==> config.mk <==
export PLATFORM = sky130hd
export DESIGN_NAME = qmul_iso
export DESIGN_NICKNAME = d
export VERILOG_FILES = /design/src/rtl/qmul_pkg.sv /design/src/rtl/qmul_qctl.sv /design/src/rtl/qmul_stage1.sv /design/src/rtl/qmul_stage2.sv /design/src/rtl/qmul_iso.sv
export SDC_FILE = /design/constraint.sdc
export NUM_CORES = 1
export LEC_CHECK = 0
export ABC_AREA = 1
export BUFFER_PORTS_ARGS = -buffer_cell sky130_fd_sc_hd__buf_2
export CELL_PAD_IN_SITES_DETAIL_PLACEMENT = 1
export CELL_PAD_IN_SITES_GLOBAL_PLACEMENT = 2
export CORE_UTILIZATION = 30
export CTS_CLUSTER_SIZE = 14
export DETAILED_ROUTE_END_ITERATION = 6
export PLACE_DENSITY_LB_ADDON = 0.05
export SLEW_MARGIN = 20
export SYNTH_ARGS = -nofsm -noshare
export SYNTH_HDL_FRONTEND = slang
export SYNTH_SLANG_ARGS = --single-unit
==> constraint.sdc <==
create_clock -name clk -period 6.95 [get_ports clk]
set_input_delay 1.39 -clock clk [delete_from_list [all_inputs] [get_ports clk]]
set_output_delay 1.39 -clock clk [all_outputs]
set_load 0.01 [all_outputs]
==> src/rtl/qmul_pkg.sv <==
package qmul_pkg;

  // Saturate a raw quality code to the number of islands available.
  function automatic int unsigned clamp_level(input int unsigned raw, input int unsigned n_isl);
    return (raw > n_isl) ? n_isl : raw;
  endfunction

  // Bias pattern for an isolated group: only the top bit of the group set.
  function automatic int unsigned bias_pattern(input int unsigned gw);
    return 32'd1 << (gw - 1);
  endfunction

endpackage

==> src/rtl/qmul_qctl.sv <==
module qmul_qctl #(
  parameter int unsigned LW = 3,
  parameter int unsigned NG = 4
) (
  input  logic [LW-1:0] level,
  output logic [NG-1:0] isl_en
);
  import qmul_pkg::*;

  int unsigned eff;

  always_comb begin
    eff = clamp_level(32'(level), NG);
  end

  // Thermometer mask: groups at or above the effective level stay on.
  for (genvar g = 0; g < NG; g++) begin : g_mask
    assign isl_en[g] = (g >= eff);
  end
endmodule

==> src/rtl/qmul_stage1.sv <==
module qmul_stage1 #(
  parameter int unsigned W  = 16,
  parameter int unsigned GW = 4,
  parameter int unsigned NG = 4,
  parameter int unsigned LW = 3
) (
  input  logic            clk,
  input  logic            rst,
  input  logic            in_valid,
  input  logic [W-1:0]    a,
  input  logic [W-1:0]    b,
  input  logic [LW-1:0]   level,
  input  logic [NG-1:0]   isl_en,
  output logic            s1_valid,
  output logic [LW-1:0]   s1_lvl,
  output logic [NG-1:0]   s1_en,
  output logic [2*W-1:0]  s1_even,
  output logic [2*W-1:0]  s1_odd
);
  localparam int unsigned PW = 2 * W;

  logic [PW-1:0] col_en;
  logic [PW-1:0] row [W];
  logic [PW-1:0] sum_even;
  logic [PW-1:0] sum_odd;

  // Column gating: columns inside an island follow its enable.
  for (genvar c = 0; c < PW; c++) begin : g_col
    if ((c / GW) < NG) begin : g_isl
      assign col_en[c] = isl_en[c / GW];
    end else begin : g_free
      assign col_en[c] = 1'b1;
    end
  end

  // Operand isolation: AND gating of every partial-product bit.
  for (genvar r = 0; r < W; r++) begin : g_row
    assign row[r] = ({{W{1'b0}}, a} << r) & col_en & {PW{b[r]}};
  end

  always_comb begin
    sum_even = '0;
    sum_odd  = '0;
    for (int r = 0; r < W; r++) begin
      if (r % 2 == 0) sum_even = sum_even + row[r];
      else            sum_odd  = sum_odd + row[r];
    end
  end

  always_ff @(posedge clk) begin
    if (rst) begin
      s1_valid <= 1'b0;
      s1_lvl   <= '0;
      s1_en    <= '1;
      s1_even  <= '0;
      s1_odd   <= '0;
    end else begin
      s1_valid <= in_valid;
      if (in_valid) begin
        s1_lvl  <= level;
        s1_en   <= isl_en;
        s1_even <= sum_even;
        s1_odd  <= sum_odd;
      end
    end
  end
endmodule

==> src/rtl/qmul_stage2.sv <==
module qmul_stage2 #(
  parameter int unsigned W  = 16,
  parameter int unsigned GW = 4,
  parameter int unsigned NG = 4,
  parameter int unsigned LW = 3
) (
  input  logic            clk,
  input  logic            rst,
  input  logic            s1_valid,
  input  logic [LW-1:0]   s1_lvl,
  input  logic [NG-1:0]   s1_en,
  input  logic [2*W-1:0]  s1_even,
  input  logic [2*W-1:0]  s1_odd,
  output logic            out_valid,
  output logic [LW-1:0]   out_lvl,
  output logic [2*W-1:0]  product
);
  import qmul_pkg::*;

  localparam int unsigned PW = 2 * W;
  localparam int unsigned IB = GW * NG;
  localparam logic [GW-1:0] BIAS = GW'(bias_pattern(GW));

  logic [PW-1:0] full_sum;
  logic [PW-1:0] muxed;

  assign full_sum = s1_even + s1_odd;

  // Output forcing multiplexers, one per island.
  for (genvar g = 0; g < NG; g++) begin : g_force
    assign muxed[g*GW +: GW] = s1_en[g] ? full_sum[g*GW +: GW] : BIAS;
  end
  if (PW > IB) begin : g_upper
    assign muxed[PW-1:IB] = full_sum[PW-1:IB];
  end

  always_ff @(posedge clk) begin
    if (rst) begin
      out_valid <= 1'b0;
      out_lvl   <= '0;
      product   <= '0;
    end else begin
      out_valid <= s1_valid;
      if (s1_valid) begin
        out_lvl <= s1_lvl;
        product <= muxed;
      end
    end
  end
endmodule

==> src/rtl/qmul_iso.sv <==
module qmul_iso #(
  parameter int unsigned W  = 16,
  parameter int unsigned GW = 4,
  parameter int unsigned NG = 4,
  parameter int unsigned LW = 3
) (
  input  logic            clk,
  input  logic            rst,
  input  logic            in_valid,
  input  logic [W-1:0]    a,
  input  logic [W-1:0]    b,
  input  logic [LW-1:0]   level,
  output logic            out_valid,
  output logic [2*W-1:0]  product
);
  logic [NG-1:0]  isl_en;
  logic           s1_valid;
  logic [LW-1:0]  s1_lvl;
  logic [NG-1:0]  s1_en;
  logic [2*W-1:0] s1_even;
  logic [2*W-1:0] s1_odd;
  logic [LW-1:0]  out_lvl;

  qmul_qctl #(.LW(LW), .NG(NG)) u_qctl (
    .level  (level),
    .isl_en (isl_en)
  );

  qmul_stage1 #(.W(W), .GW(GW), .NG(NG), .LW(LW)) u_s1 (
    .clk      (clk),
    .rst      (rst),
    .in_valid (in_valid),
    .a        (a),
    .b        (b),
    .level    (level),
    .isl_en   (isl_en),
    .s1_valid (s1_valid),
    .s1_lvl   (s1_lvl),
    .s1_en    (s1_en),
    .s1_even  (s1_even),
    .s1_odd   (s1_odd)
  );

  qmul_stage2 #(.W(W), .GW(GW), .NG(NG), .LW(LW)) u_s2 (
    .clk       (clk),
    .rst       (rst),
    .s1_valid  (s1_valid),
    .s1_lvl    (s1_lvl),
    .s1_en     (s1_en),
    .s1_even   (s1_even),
    .s1_odd    (s1_odd),
    .out_valid (out_valid),
    .out_lvl   (out_lvl),
    .product   (product)
  );
endmodule

==> flow_summary_export.csv, run 1 <==
group,metric,value,unit
status,status,"finished, final reports clean",
global_routing,grt_antenna_before_repair,0,
cts,cts-root-buf,"clkbuf_16",
finish,syn_to_final_growth,8.503,%
cts,htreeDepth,3,
routing,vias,14110,
synthesis,yosysWarnings,0,
finish,design_area,16380,µm²
cts,hold_buffers,0,
global_routing,grt_pass1_vias,15150,
synthesis,ys_top_cells_by_count,"629 x nand2_1, 430 x inv_1, 288 x nor2_1",
power_and_ir_drop,p_leak,9.528,nW
cts,cts_max_path_buffers,2,
die,die-area,51230,µm²
setup_path,end_kind,"flip-flop",
global_routing,grt_use_total,0.2314,
synthesis,netlist_area,15100,µm²
sta,period_minus_slack,6.168,ns
synthesis,syn_avg_cell_area,6.593,µm²
cts,cts_setup_buffers,0,
sta,fmax,162.1,MHz
power_and_ir_drop,vdd_drop_max,0.1186,mV
cts,clock_latency,0.38,ns
setup_path,crit_type,"input pin to flip-flop",
sta,rsz0062_at_grt,"no",
cts,clkTransAtPathRegs,0.07,ns
cts,cts-resized-gates,0,
synthesis,synthFlopType,"dfxtp_1",
synthesis,synth_edf_count,0,
routing,wl_per_cell,19.03,µm
sta,fin_crit_sh,0.8874,
routing,met2_length,27.18,mm
sta,fin_worst_skew,0.01544,ns
min_path,holdCritPathClass,"flip-flop to flip-flop",
synthesis,synth.distinct_cells,38,
global_routing,gr-total-overflow,0,
synthesis,synth_seq_cells,101,
setup_path,critPathRequiredTime,7.22,ns
routing,ant_nets,0,
die,core_area,49250,µm²
placement,place_congestion,0.8677,
sta,relSlewSlack,0.4327,
setup_path,path_max_fanout,14,
power_and_ir_drop,p_per_area,217.8,nW/µm²
cts,cts_buffers,9,
die,start_util,0.3065,
finish,diodes,0,
synthesis,syn_inst,2290,
finish,drive_above_1_share,0.06293,
synthesis,synth-async-reset-ratio,0,
finish,multi_input_area,11170,µm²
global_routing,grt_pass1_wl,89.07,mm
finish,utilization,0.3326,
synthesis,syn_nets,2656,
setup_path,critPathArrivalTime,6.44,ns
finish,fillers,6408,
routing,first_pass_iters,4,
sta,holdWs,0.4636,ns
routing,totalWireLength,56.79,mm
sta,setup_viol,0,
die,ioPinCount,71,
sta,report.final.hold_viol_count,0,
die,die_w,226.3,µm
synthesis,yosysTopAreaCellShare,0.1976,
synthesis,synth.largest_area_cell,"fa_1",
placement,place_area,16090,µm²
die,fp.dieH,226.3,µm
power_and_ir_drop,totalPowerFinal,3.567,mW
synthesis,synth-seq-area-share,0.1339,
job,cap_violations,0,
cts,tritoncts,"yes",
synthesis,synth.most_common_cell,"nand2_1",
setup_path,crit_path_start_kind,"input pin",
sta,finalSetupTns,0,ns
routing,wl_met3,1.349,mm
finish,seq_area,2022,µm²
routing,top_layer_used,"met4",
synthesis,synth_area_leaders,"fa_1 20%, nand2_1 16%, ha_1 15%, dfxtp_1 13%, inv_1 11%",
placement,portBuffers,70,
finish,finalNetCount,2681,
sta,finalMaxSlewViolations,0,
global_routing,grt_max_degree,77,
sta,worst_pin_slew,0.8509,ns
cts,clkSinkCount,101,
routing,m1WireLength,27.06,mm
die,num_rows,81,
routing,dr.first_iter.drc_count,483,
routing,drc_errors,0,
routing,via_per_inst,4.730,
placement,dpl.hpwl,48.31,mm
[final cells by class]
type / instances / area share
Timing Repair Buffer: 79 / 0.02551
Multi-Input combinational cell: 1685 / 0.6819
Sequential cell: 101 / 0.1234
Clock buffer: 11 / 0.01421
Inverter: 439 / 0.1006
Tap cell: 664 / 0.05071
Clock inverter: 5 / 0.003666
[state kept, by name, summed over array words and instances, names as in the netlist]
| signal | cells |
|---|---|
| u_s1.s1_en | 4 |
| u_s1.s1_even | 32 |
| u_s1.s1_odd | 31 |
| u_s1.s1_valid | 1 |
| u_s2.out_valid | 1 |
| u_s2.product | 32 |
[final timing paths]
| check | startpoint | slack [ns] | to | cells after the start |
|---|---|---|---|---|
| worst max-delay path | level[2] | 0.78 | u_s1.s1_even[29] | 21 |
| worst min-delay path | u_s2.product[12] | 0.46 | u_s2.product[12] | 2 |
| worst max register to register | u_s1.s1_odd[1] | 4.68 | u_s2.product[25] | 14 |
| worst min register to register | u_s2.product[12] | 0.46 | u_s2.product[12] | 2 |
[worst max-delay path, cell delays in order]
cell	delay (ns)
buf_2	0.31
inv_1	0.26
o21ai_1	0.51
inv_1	0.25
nand2_1	0.22
nor2_1	0.09
fa_1	0.53
fa_1	0.52
fa_1	0.50
ha_1	0.31
ha_1	0.37
nand2_1	0.09
nand2_1	0.07
a21oi_1	0.28
nand2_2	0.19
nand3_1	0.15
nand3_1	0.08
nand2_1	0.06
nand3_1	0.10
nand2_1	0.11
inv_1	0.04
[through the flow]
stage	setup WS [ns]	std cells
final	0.7825	2984
after global routing	0.4441	2984
after CTS	0.6533	2984
after detailed placement	0.2617	2968
after global placement	0.3644	2968
after floorplan	1.492	2290
[report_power, final]
group / internal, mW / total (mW) / switching (mW)
sequential: 0.658 / 0.714 / 0.0567
combinational: 0.768 / 2.32 / 1.55
clock: 0.282 / 0.537 / 0.256
total: 1.71 / 3.57 / 1.86
[logic make-up after synthesis]
| kind of cell | synth area share |
|---|---|
| fa+ha+maj | 0.3459 |
| flops | 0.1339 |
| compound gates | 0.06638 |
| simple gates | 0.3090 |
| xor+xnor | 0.01856 |
| buf+inv | 0.1262 |
[metal layers]
layer | vias to the layer above | GRT usage
met5 | - | 0
met4 | 0 | 0.06103
met2 | 195 | 0.4085
met1 | 6823 | 0.3028
met3 | 50 | 0.01698
li1 | 7046 | -
[cell usage in the layout (no fill, tap or decap), types with 15 or more instances in the layout]
| cell | n |
|---|---|
| inv_1 | 429 |
| o21ai_0 | 65 |
| nand2_1 | 629 |
| a21oi_1 | 100 |
| nor2_1 | 288 |
| fa_1 | 149 |
| nand3_1 | 112 |
| nor3_1 | 27 |
| ha_1 | 179 |
| nand2_2 | 23 |
| xnor2_1 | 15 |
| nand4_1 | 22 |
| xor2_1 | 17 |
| buf_2 | 70 |
| dfxtp_1 | 101 |
No activity file was read; power rests on OpenSTA's default activity.
==> inputs of run 2 (changes only) <==
CORE_MARGIN = 5   (was not set)
==> run 2 against run 1 <==
Critical path depth rose by 2. Worst hold slack got worse by 0.00052 ns. Largest cell class unchanged. Critical endpoint is now u_s1.s1_odd[30]. Cell count rose by 0.44%.
==> flow_summary_export.csv, run 2 (synthesis gave the netlist of run 1 again) <==
group,metric,value,unit
routing,ant_nets,0,
sta,finalSetupTns,0,ns
setup_path,path_buf_inv,4,
placement,place_area,16150,µm²
setup_path,r2r_slack,4.64,ns
cts,clkTransAtPathRegs,0.08,ns
finish,design_area,16420,µm²
cts,cts-root-buf,"clkbuf_16",
setup_path,crit_top_cell,"nand2_1",
setup_path,crit_path_start_kind,"input pin",
placement,dpl.hpwl,49.16,mm
finish,utilization,0.3287,
cts,cts_setup_buffers,0,
routing,totalWireLength,57.35,mm
cts,hold_buffers,0,
setup_path,critPathTopFamily,"adder cells",
setup_path,rr_worst_depth,14,
placement,place_congestion,0.9096,
setup_path,cp_cell_sequence,"buf_2 > inv_1 > o21ai_0 > inv_1 > nand2_1 > nor2_1 > fa_1 > fa_1 > fa_1 > ha_1 > ha_1 > nand2_1 > nand2_1 > a21oi_1 > nand2_1 > nand2_1 > nand2_1 > nand2_1 > nand2_1 > nand2_1 > nand3_1 > nand2_1 > inv_1",
cts,htreeDepth,3,
placement,place_inst,2982,
cts,tritoncts,"yes",
cts,clkSinkCount,101,
min_path,holdCritPathClass,"flip-flop to flip-flop",
setup_path,crit_start,"level[2]",
setup_path,end_kind,"flip-flop",
routing,drc_errors,0,
routing,vias,14040,
setup_path,critical-path-slowest-cell,"fa_1",
min_path,min_from,"u_s2.product[5]",
finish,final_common_cell,"nand2_1",
setup_path,critPathArrivalTime,6.19,ns
global_routing,grt_max_degree,77,
global_routing,gr-total-overflow,0,
power_and_ir_drop,vdd_drop_max,0.08283,mV
setup_path,reg2reg_to,"u_s2.product[25]",
finish,final_cell_mix,"629 x nand2_1, 429 x inv_1, 288 x nor2_1",
finish,diodes,0,
die,num_rows,82,
routing,wl_per_cell,19.13,µm
routing,dr.first_iter.drc_count,510,
power_and_ir_drop,p_leak,9.549,nW
routing,first_pass_iters,5,
setup_path,reg2reg_from,"u_s1.s1_even[1]",
finish,reg_top3,"u_s1.s1_even: 32 flops, u_s2.product: 32 flops, u_s1.s1_odd: 31 flops",
finish,finalNetCount,2687,
sta,worst_pin_slew,0.8596,ns
die,ioPinCount,71,
finish,syn_to_final_growth,8.784,%
die,start_util,0.3022,
sta,fmax,169.4,MHz
global_routing,grt_pass1_vias,15320,
die,die_w,234.3,µm
setup_path,critPathRequiredTime,7.23,ns
sta,period_minus_slack,5.904,ns
sta,holdWs,0.4631,ns
cts,clock_latency,0.38,ns
global_routing,grt_use_total,0.2138,
min_path,worstHoldPathCells,2,
sta,fin_worst_skew,0.01431,ns
cts,cts-resized-gates,0,
finish,drive_above_1_share,0.06581,
global_routing,grt_antenna_before_repair,0,
cts,cts_max_path_buffers,2,
cts,cts_buffers,9,
finish,fillers,6500,
sta,relSlewSlack,0.4269,
die,die-area,54910,µm²
setup_path,path_max_fanout,14,
sta,fin_crit_sh,0.8495,
sta,rsz0062_at_grt,"no",
sta,setup_viol,0,
setup_path,slowest_delay,0.52,ns
sta,finalMaxSlewViolations,0,
global_routing,grt_pass1_wl,89.59,mm
min_path,whs_endpoint,"u_s2.product[5]",
placement,portBuffers,70,
routing,via_per_inst,4.684,
die,fp.dieH,234.3,µm
finish,stdcell_count,2997,
die,core_area,49970,µm²
job,cap_violations,0,
status,status,"finished, final reports clean",
sta,report.final.hold_viol_count,0,
power_and_ir_drop,p_per_area,213.8,nW/µm²
setup_path,crit_type,"input pin to flip-flop",
==> run 2: cell count changes in the layout (fill, tap and decap cells not counted), sizes merged <==
| cell | before | now |
|---|---|---|
| buf | 79 | 85 |
| clkbuf | 11 | 9 |
| inv | 436 | 438 |
| bufinv | 1 | 0 |
==> run 2: layer usage <==
layer / part of all wire / global-route usage
met1: 0.46 / 0.2757
met2: 0.49 / 0.3845
met3: 0.038 / 0.02688
met4: 0.017 / 0.04433
met5: 0 / 0
==> run 2: final cells by class <==
| class | instances | area [µm²] | area share |
|---|---|---|---|
| clock buffer | 9 | 225.2 | 0.01371 |
| clock inverter | 6 | 53.80 | 0.003276 |
| inverter | 439 | 1648 | 0.1003 |
| multi-input combinational | 1685 | 11170 | 0.6801 |
| sequential | 101 | 2023 | 0.1232 |
| tap | 672 | 840.8 | 0.05119 |
| timing repair buffer | 85 | 462.9 | 0.02819 |
==> run 2: worst max-delay path by stage <==
stage,end,cells past startpoint
detailed placement,u_s1.s1_odd[30],23
global placement,u_s1.s1_odd[30],23
floorplan,u_s1.s1_odd[27],23
finish,u_s1.s1_odd[30],23
CTS,u_s1.s1_odd[30],23
global route,u_s1.s1_odd[30],23
==> run 2: worst min-delay path, delay by kind of cell, from the launching register on <==
| kind | cells | cell delay (ns) |
|---|---|---|
| flops | 1 | 0.31 |
| simple gates | 1 | 0.06 |
| compound gates | 1 | 0.05 |
==> run 2: through the flow <==
| stage | worst slack [ns] | power (mW) |
|---|---|---|
| floorplan | 1.492 | 2.277 |
| global placement | 0.6557 | 3.040 |
| detailed placement | 0.6291 | 3.046 |
| CTS | 1.031 | 3.596 |
| global route | 0.6901 | 3.913 |
| finish | 1.046 | 3.511 |
==> run 2: report_power, final <==
group / switching, mW / leakage, nW / internal, mW
clock network: 0.262 / 0.135 / 0.248
registers: 0.0585 / 0.834 / 0.658
logic: 1.52 / 8.58 / 0.767
total: 1.84 / 9.55 / 1.67
==> inputs of run 3 (changes only) <==
ABC_AREA = 0   (was 1)
clock period = 5.2 ns   (was 6.95 ns; I/O delays follow)
==> run 3 against run 2 <==
The run now ends with setup timing left. Synthesized cell count down 31%. Global-route usage down 2.4 points. Highest routed layer unchanged. Via count shrank 15%. Critical endpoint is now u_s1.s1_odd[29]. Utilization rose by 6.9 points.
==> flow_summary_export.csv, run 3 <==
group,metric,value,unit
min_path,worstHoldPathCells,2,
synthesis,synth.mux.area_fraction,0.03097,
setup_path,critPathArrivalTime,5.60,ns
finish,final_cell_mix,"238 x buf_4, 169 x nand2_1, 149 x ha_1",
setup_path,rr_worst_depth,11,
die,ioPinCount,71,
routing,via_per_inst,4.868,
setup_path,critPathRequiredTime,5.43,ns
finish,final_common_cell,"buf_4",
synthesis,syn_nets,1940,
cts,cts_buffers,9,
placement,place_congestion,0.8497,
synthesis,synth_top_family_by_area,"adder cells",
routing,first_pass_iters,5,
routing,wl_per_cell,19.42,µm
cts,clkSinkCount,101,
synthesis,yosysTopAreaCellShare,0.2198,
power_and_ir_drop,sw_frac_of_total,0.4398,
setup_path,path_max_fanout,7,
synthesis,synth_compound_area_frac,0.1355,
die,core_area,45090,µm²
min_path,holdCritPathClass,"flip-flop to flip-flop",
routing,ant_nets,0,
setup_path,end_kind,"flip-flop",
finish,utilization,0.3979,
finish,reg_top3,"u_s1.s1_even: 32 flops, u_s2.product: 32 flops, u_s1.s1_odd: 31 flops",
sta,report.final.hold_viol_count,0,
global_routing,grt_use_total,0.1898,
synthesis,synth_edf_count,0,
synthesis,synth-xor-area-share,0.03807,
synthesis,synth.distinct_cells,73,
synthesis,syn_inst,1574,
min_path,min_from,"u_s2.product[30]",
sta,worst_pin_slew,0.8073,ns
sta,period_minus_slack,5.373,ns
sta,fmax,186.1,MHz
placement,portBuffers,70,
synthesis,synth_area_leaders,"fa_1 22%, ha_1 17%, dfxtp_1 15%, nand2_1 5.1%, inv_1 3.7%",
synthesis,synth_fa_ha_area_frac,0.3848,
cts,clkTransAtPathRegs,0.08,ns
global_routing,grt_pass1_vias,12950,
sta,setup_slack,-0.1730,ns
routing,vias,11950,
status,violations,"setup timing",
power_and_ir_drop,p_leak,9.056,nW
sta,fin_crit_sh,1.033,
finish,syn_to_final_growth,32.19,%
synthesis,synth.most_common_cell,"nand2_1",
synthesis,synth-async-reset-ratio,0,
finish,drive_above_1_share,0.2844,
routing,totalWireLength,47.65,mm
cts,cts_max_path_buffers,2,
die,num_rows,78,
power_and_ir_drop,p_per_area,321.3,nW/µm²
power_and_ir_drop,p_clk_frac,0.123,
setup_path,crit_type,"input pin to flip-flop",
cts,clock_latency,0.36,ns
routing,drc_errors,0,
sta,finalSetupTns,-1.879,ns
power_and_ir_drop,pwr-share-comb,0.705,
synthesis,synth_seq_cells,101,
setup_path,crit_start,"level[2]",
synthesis,synth-simple-area-share,0.2051,
min_path,whs_endpoint,"u_s2.product[30]",
synthesis,yosysWarnings,0,
synthesis,synthFlopType,"dfxtp_1",
synthesis,syn_avg_cell_area,8.623,µm²
synthesis,synth-seq-area-share,0.1490,
global_routing,grt_max_degree,68,
synthesis,synth.largest_area_cell,"fa_1",
finish,finalNetCount,2214,
die,die-area,49600,µm²
sta,setup_viol,22,
setup_path,reg2reg_from,"u_s1.s1_even[1]",
finish,stdcell_count,2454,
sta,relSlewSlack,0.4618,
sta,rsz0062_at_grt,"yes",
power_and_ir_drop,totalPowerFinal,5.765,mW
global_routing,grt_antenna_before_repair,2,
setup_path,r2r_slack,2.05,ns
global_routing,gr-total-overflow,0,
setup_path,crit_path_start_kind,"input pin",
sta,finalMaxSlewViolations,0,
cts,htreeDepth,3,
power_and_ir_drop,vdd_drop_max,0.1701,mV
die,fp.dieH,222.7,µm
status,status,"complete, but fails checks",
placement,place_inst,2413,
cts,tritoncts,"yes",
power_and_ir_drop,seq_power_share,0.171,
die,start_util,0.3010,
die,die_w,222.7,µm
routing,dr.first_iter.drc_count,432,
power_and_ir_drop,p_switching,2.535,mW
power_and_ir_drop,p_int,3.230,mW
cts,cts-root-buf,"clkbuf_16",
job,cap_violations,0,
sta,fin_worst_skew,0.01690,ns
setup_path,reg2reg_to,"u_s2.product[29]",
synthesis,ys_top_cells_by_count,"186 x nand2_1, 179 x ha_1, 149 x fa_1",
placement,dpl.hpwl,39.79,mm
placement,dp_slack,-0.7220,ns
global_routing,grt_pass1_wl,74.89,mm
synthesis,netlist_area,13570,µm²
run 3: changes by cell type after synthesis, sizes merged, moves of 27 or more:
cell	delta
nand3	-78
and2	+73
o21ai	-27
mux2i	+42
a21o	+41
inv	-302
and3	+51
nand2	-466
nor2b	+33
nor2	-188
run 3: critical path, cell delays in order:
cell and delay [ns]:
buf_12 0.12, buf_12 0.14, nor2b_4 0.21, buf_6 0.14
nand2_4 0.04, fa_1 0.53, inv_2 0.04, fa_1 0.46
fa_1 0.53, inv_2 0.04, fa_2 0.57, inv_2 0.06
ha_4 0.22, a21oi_2 0.17, o21ai_2 0.10, a31oi_4 0.17
o21ai_4 0.11, a311oi_4 0.41, o31ai_2 0.13, xnor2_1 0.14
mux2i_1 0.14, nor2_1 0.06
run 3: cell families after synthesis:
logic type | count (synthesis)
AO/OA/AOI/OAI | 272
buffers and inverters | 204
flip-flops | 101
multiplexers | 42
XOR/XNOR | 59
AND/OR/NAND/NOR | 568
adder cells (fa/ha/maj) | 328
run 3: worst max-delay path by stage:
stage / slack [ns] / cells after the start / end
final: -0.17 / 22 / u_s1.s1_odd[29]
after global routing: -0.33 / 22 / u_s1.s1_odd[29]
after CTS: -0.16 / 21 / u_s1.s1_odd[29]
after detailed placement: -0.72 / 21 / u_s1.s1_even[25]
after global placement: -0.67 / 20 / u_s1.s1_even[25]
after floorplan: -0.01 / 19 / u_s1.s1_even[30]
run 3: layer usage:
| metal | vias up | wire (µm) | track usage |
|---|---|---|---|
| met1 | 5889 | 23820 | 0.2771 |
| li1 | 5884 | - | - |
| met4 | 0 | 718 | 0.04209 |
| met3 | 33 | 1067 | 0.01467 |
| met2 | 140 | 22050 | 0.3079 |
| met5 | - | 0 | 0 |
run 3: per-stage QoR:
step / hold slack, ns / area (µm²)
6_report: 0.4540 / 17940
5_1_grt: 0.4904 / 17940
4_1_cts: 0.4602 / 17510
3_5_place_dp: 0.4505 / 16750
3_3_place_gp: 0.4445 / 16750
2_1_floorplan: 0.4413 / 14110
run 3: area by class of cell:
cell class / instances / area [µm²]
diodes: 1 / 2.502
clock buffers: 11 / 242.7
clock inverters: 5 / 63.81
fillers: 5258 / 27150
inverters: 133 / 499.2
multi-input cells: 1269 / 11790
flip-flops and latches: 101 / 2023
well taps: 600 / 750.7
repair buffers: 334 / 2570
run 3: power groups by stage:
stage               sequential (mW)  clock, mW  combinational (mW)
global placement               1.00          0                3.65
finish                        0.988      0.711                4.07
floorplan                     0.984          0                2.19
detailed placement             1.01          0                3.67
global route                   1.01      0.781                4.49
CTS                           0.989      0.744                3.87
run 3: repair_timing:
item                       CTS  global route
resized for setup           81            74
buffers inserted            14            10
pin swaps                   69            40
hold buffers                 0             0
gates cloned                 1             0
setup endpoints to repair   29            35
